File: config.mk
export PLATFORM = sky130hd
export DESIGN_NAME = fpec_req_check
export DESIGN_NICKNAME = d
export VERILOG_FILES = /design/src/rtl/fpec_req_check.sv
export SDC_FILE = /design/constraint.sdc
export NUM_CORES = 1
export LEC_CHECK = 0
export BUFFER_PORTS_ARGS = -buffer_cell sky130_fd_sc_hd__buf_2
export CAP_MARGIN = 20
export CORE_ASPECT_RATIO = 0.5
export CORE_UTILIZATION = 24
export CTS_BUF_LIST = sky130_fd_sc_hd__clkbuf_4 sky130_fd_sc_hd__clkbuf_8
export DETAILED_ROUTE_END_ITERATION = 8
export PLACE_DENSITY_LB_ADDON = 0.12
export RECOVER_POWER = 50
export SLEW_MARGIN = 10
export SYNTH_ARGS = -nofsm -noshare
export SYNTH_HDL_FRONTEND = slang
export SYNTH_SLANG_ARGS = --single-unit
File: constraint.sdc
create_clock -name clk -period 1.9 [get_ports clk]
set_clock_uncertainty 0.2 [all_clocks]
set_input_delay 0.285 -clock clk [delete_from_list [all_inputs] [get_ports clk]]
set_output_delay 0.285 -clock clk [all_outputs]
set_load 0.01 [all_outputs]
File: src/rtl/fpec_req_check.sv
module fpec_req_check #(
   parameter int ADDR_W   = 17,
   parameter int PAGE_LSB = 11,
   parameter int DATA_W   = 64
) (
   input  logic              clk,
   input  logic              rst_n,
   input  logic              req_valid,
   input  logic              req_erase,
   input  logic              req_fast,
   input  logic [ADDR_W-1:0] req_addr,
   input  logic [1:0]        req_size,
   input  logic [DATA_W-1:0] req_wdata,
   input  logic [DATA_W-1:0] cur_dword,
   input  logic              prot_hit,
   input  logic              seq_end,
   output logic              err_align,
   output logic              err_prot,
   output logic              err_prog,
   output logic              start_ok
);
   localparam int BYTES  = DATA_W / 8;
   localparam int OFS_W  = $clog2(BYTES);
   localparam int PAGE_W = ADDR_W - PAGE_LSB;

   if (PAGE_LSB <= OFS_W || PAGE_LSB >= ADDR_W) begin : g_bad_page
      $error("PAGE_LSB must lie between the double-word offset and ADDR_W");
   end
   if (DATA_W != 32 && DATA_W != 64) begin : g_bad_data
      $error("DATA_W must be 32 or 64");
   end

   logic [4:0]        n_bytes;
   logic [4:0]        span;
   logic              std_misfit;
   logic              page_jump;
   logic [PAGE_W-1:0] cur_page;
   logic [PAGE_W-1:0] last_pg_q;
   logic              last_vld_q;
   logic              is_prog;

   assign is_prog    = req_valid && !req_erase;
   assign n_bytes    = 5'd1 << req_size;
   assign span       = 5'(req_addr[OFS_W-1:0]) + n_bytes;
   assign std_misfit = span > 5'(BYTES);
   assign cur_page   = req_addr[ADDR_W-1:PAGE_LSB];
   assign page_jump  = last_vld_q && (cur_page != last_pg_q);

   assign err_align = is_prog && (req_fast ? page_jump : std_misfit);
   assign err_prot  = req_valid && prot_hit;
   assign err_prog  = is_prog && (cur_dword != '1) && (req_wdata != '0);
   assign start_ok  = req_valid && !(err_align || err_prot || err_prog);

   always_ff @(posedge clk or negedge rst_n) begin
      if (!rst_n) begin
         last_vld_q <= 1'b0;
         last_pg_q  <= '0;
      end else if (is_prog && req_fast && start_ok) begin
         last_vld_q <= 1'b1;
         last_pg_q  <= cur_page;
      end else if (seq_end || (is_prog && !req_fast)) begin
         last_vld_q <= 1'b0;
      end
   end
endmodule

======== Word-level counts from Yosys, hierarchy flattened ========
Cells that the tools add are included.
Widths: inputs -> output; s select.
storage, ports and cells
  register bits after elaboration ......... 7
  logic and storage cells ................. 28
operators by class
  eq/ne operators ......................... 2
  shifts and indexed selects .............. 1
  add/subtract/negate cells ............... 1
  reduce and logical (&&, ||, !) cells .... 18
  muxes and demuxes ....................... 3
  order comparisons ....................... 1
operators by type and width
  kind                  number
  $ne 64x64->1 const B  1
  $reduce_bool 64->1    1
  $logic_and 1x1->1     10
  $ne 6x6->1            1
  $add 3x5->5           1
  $gt 5x4->1 const B    1
  $shl 1x2->5 const A   1
  $logic_not 1->1       3
  $logic_or 1x1->1      3
  $mux 1                3
  $reduce_bool 2->1     1

======== Logic depth before layout (Yosys ltp) ========
  depth in word-level cells ............... 11
  gate-level depth with buffers ........... 9
  gate-level depth less buffers ........... 9

======== Worst setup path after synthesis ========
Ideal clock, no wire load.
  path kind ............................... input -> register
  start point ............................. in req_wdata[0]
  end point ............................... reg last_pg_q[0]
  stages .................................. 5
  setup slack ............................. -0.474 ns
  arrival time ............................ 2.049 ns
  path buffers ............................ 0
  setup time .............................. 0.125 ns
  cell sequence ........................... nor4_1 -> nand4_1 -> or4_4 -> a2111oi_4 -> mux2_2
on the way
  longest elaborated chain between the ends .. 6
ends and longest elaborated chain
  what                    RTL line  text
  start: declaration      13        input logic [DATA_W-1:0] req_wdata,
  $reduce_bool 64->1      51        assign err_prog = is_prog && (cur_dword != '1) && (req_wdata != '0);
  $logic_and 1x1->1       51
  $logic_or 1x1->1        52        assign start_ok = req_valid && !(err_align || err_prot || err_prog);
  $logic_not 1->1         52
  $logic_and 1x1->1       52
  $logic_and 1x1->1       58        end else if (is_prog && req_fast && start_ok) begin
  end signal: assignment  60        last_pg_q <= cur_page;
  end: declaration        38        logic [PAGE_W-1:0] last_pg_q;
No other way between the ends.
A chain may end at the register's enable or synchronous reset.

======== Final worst setup path ========
  start point ............................. in req_wdata[4]
  end point ............................... out start_ok
on the way
  longest elaborated chain between the ends .. 5
ends and longest elaborated chain
  what                RTL line  text
  $reduce_bool 64->1  51
  $logic_and 1x1->1   51
  $logic_or 1x1->1    52
  $logic_not 1->1     52
  $logic_and 1x1->1   52
  end: declaration    20        output logic start_ok
No other way between the ends.

==> results.sh <==
export IMPL_status="complete, but fails checks"
export IMPL_violations="negative setup slack"
export IMPL_ys_ff_latch=7
export IMPL_timing_fmax_mhz=411
export IMPL_required_ns=1.41
export IMPL_cp_end_kind="primary output"
export IMPL_numCtsBuffers=3
export IMPL_finalNetCount=426
export IMPL_setup_viol=10
export IMPL_arrival_ns=1.95
export IMPL_startpoint_type="primary input"
export IMPL_crit_start="req_wdata[4]"
export IMPL_synth_area_um2=841
export IMPL_place_ws_ns=-0.747
export IMPL_grt_antenna_before_repair=0
export IMPL_wire_per_inst_um=11.7
export IMPL_fin_crit_sh_pct=128
export IMPL_synthCells=101
export IMPL_grt_first_pass_wirelength_um=5730
export IMPL_avgSynthCellArea_um2=8.32
export IMPL_grt_pass1_vias=1304
export IMPL_std_cell_rows=14
export IMPL_cts_tree="yes"
export IMPL_drtPass1Iterations=4
export IMPL_dpl_cell_area_um2=1750
export IMPL_whs_ns=0.124
export IMPL_clockRootBuffer="clkbuf_8"
export IMPL_first_iter_violations=16
export IMPL_cts_sinks=7
export IMPL_diodes=0
export IMPL_cts_htree_levels=1
export IMPL_reg2reg_depth=6
export IMPL_hpwl_um=3250
export IMPL_maxCapViolations=0
export IMPL_grt_usage_pct=19.4
export IMPL_drtAntennaViolNets=0
export IMPL_port_buffers=149
export IMPL_design_area_um2=1990
export IMPL_io_pins=158
export IMPL_ys_warnings_count=0
export IMPL_worst_hold_path_type="in2reg"
export IMPL_area_growth_pct=137
export IMPL_clk_latency_ns=0.22
export IMPL_ir_drop_mv=0.432
export IMPL_crit_type="in2out"
export IMPL_finalWirelength_um=3690
export IMPL_rsz0062_at_grt="yes"
export IMPL_worst_slack_ns=-0.534
export IMPL_min_period_ns=2.43
export IMPL_r2r_end="last_pg_q[1]"
export IMPL_endpoint="start_ok"
export IMPL_reg2reg_slack_ns=-0.20
export IMPL_worst_pin_slew_ns=0.384
export IMPL_clk_pin_slew_worst_paths_ns=0.04
export IMPL_crit_path_max_fanout=2
export IMPL_synth_distinct_cells=28
export IMPL_power_density_nw_per_um2=314
export IMPL_drive_above_1_share_pct=72.3
export IMPL_ys_seq_area_share_pct=20.8
export IMPL_p_leak_nw=0.987
export IMPL_viasPerCell=4.63
export IMPL_fin_cells=315
export IMPL_place_congestion=0.810
export IMPL_start_util_pct=26.5
export IMPL_vias=1457
export IMPL_clk_path_buf_depth=2
export IMPL_placeableCoreArea_um2=3170
export IMPL_drcViolationCount=0
export IMPL_gr_total_overflow=0
export IMPL_maxSlewViolCount=0
export IMPL_die_h_um=43.9
export IMPL_die_w_um=85.7
export IMPL_dp_cells=307
export IMPL_synth_nets=259
export IMPL_maxSlewHeadroom_pct=74.4
export IMPL_die_area_um2=3760
export IMPL_crit_reg2reg_launch="last_pg_q[2]"
export IMPL_finalHoldViolCount=0
export IMPL_grt_max_degree=8
what timing repair did:
item	in CTS	in global routing
buffers inserted	2	1
resized for setup	24	9
endpoints found under the setup margin	10	10
endpoints found under the hold margin	7	0
pin swaps	6	1
hold buffers	1	0
critical path: stages:
cell,delay (ns)
buf_6,0.10
nor4_4,0.29
nand4_1,0.12
or4_4,0.57
buf_6,0.14
a311oi_2,0.17
nor2b_2,0.16
buf_2,0.13
power breakdown:
group	switching (mW)	total, mW	internal [mW]
Clock	0.0576	0.216	0.159
Sequential	0	0.150	0.150
Combinational	0.101	0.260	0.158
Total	0.159	0.626	0.467
layout make-up:
type,count,area [um2]
sequential,7,175
inverter,7,26.3
timing repair buffer,162,888
clock buffer,4,48.8
fill,291,1180
multi-input combinational,87,793
tap,48,60.1
cells in the mapped netlist:
library cell / number / share of area (%)
a311oi_1: 1 / 1.0
nor3b_1: 1 / 0.89
xnor2_1: 6 / 6.2
nor2b_1: 2 / 1.5
fa_1: 1 / 2.4
o31a_1: 1 / 1.0
nor2_1: 3 / 1.3
nand4_1: 22 / 16
o31ai_1: 1 / 0.89
a21oi_1: 1 / 0.59
inv_1: 7 / 3.1
or4_4: 1 / 1.3
mux2_2: 6 / 8.0
nand3_1: 2 / 1.2
a2111oi_4: 1 / 3.3
nand2_1: 4 / 1.8
nor4_1: 20 / 15
or2_2: 1 / 0.74
o21bai_1: 1 / 0.89
xor2_1: 1 / 1.0
nand2b_1: 2 / 1.5
nand4b_1: 1 / 1.0
o21ai_0: 1 / 0.59
a31oi_1: 1 / 0.74
and2_1: 2 / 1.5
dfrtp_1: 7 / 21
o22ai_1: 1 / 0.74
ha_1: 3 / 4.5
placed cells by master (no fill, tap or decap), drive strengths merged, types with 2 or more instances in the layout:
master | Yosys | routed
nor2 | 3 | 3
mux2 | 6 | 6
xnor2 | 6 | 6
nand2 | 4 | 4
and2 | 2 | 2
nand4 | 22 | 22
nand3 | 2 | 2
dfrtp | 7 | 7
nand2b | 2 | 2
inv | 7 | 7
clkbuf | 0 | 5
nor4 | 20 | 20
buf | 0 | 160
nor2b | 2 | 2
ha | 3 | 3
routing by layer:
| metal | GRT usage, % | vias up | share of wire [%] |
|---|---|---|---|
| met5 | 0 | - | 0 |
| met4 | 5.00 | 0 | 0.62 |
| met3 | 3.24 | 4 | 5.5 |
| met2 | 35.0 | 49 | 51 |
| met1 | 24.5 | 657 | 43 |
| li1 | - | 747 | - |
worst min path at each step:
stage                      start      endpoint  slack (ns)  depth (start not counted)
detailed placement         rst_n  last_pg_q[3]       -0.07                          1
CTS                 req_addr[14]  last_pg_q[3]        0.11                          2
finish              req_addr[14]  last_pg_q[3]        0.12                          2
global route        req_addr[12]  last_pg_q[1]        0.13                          2
global placement           rst_n  last_pg_q[3]       -0.08                          1
floorplan                  rst_n  last_pg_q[0]       -0.21                          0
sequential cells by signal (all words and copies together) (netlist names):
signal	flops
last_pg_q	6
last_vld_q	1
cells by family (layout without fill, tap and decap cells):
logic type,count (synthesis),count (layout),synth area share [%]
simple gates,61,61,44.0
flops,7,7,20.8
compound gates,9,9,9.82
xor+xnor,7,7,7.29
mux,6,6,8.04
buf+inv,7,173,3.13
fa+ha+maj,4,4,6.85
stage by stage:
| stage | total power, mW | utilization, % | setup TNS [ns] |
|---|---|---|---|
| 2_1_floorplan | 0.210 | - | -3.25 |
| 3_3_place_gp | 0.383 | 55.2 | -6.16 |
| 3_5_place_dp | 0.387 | 55.2 | -6.39 |
| 4_1_cts | 0.627 | 61.0 | -4.65 |
| 5_1_grt | 0.671 | 62.8 | -5.11 |
| 6_report | 0.626 | 62.8 | -4.38 |
Power figures use the tool's default switching activity.
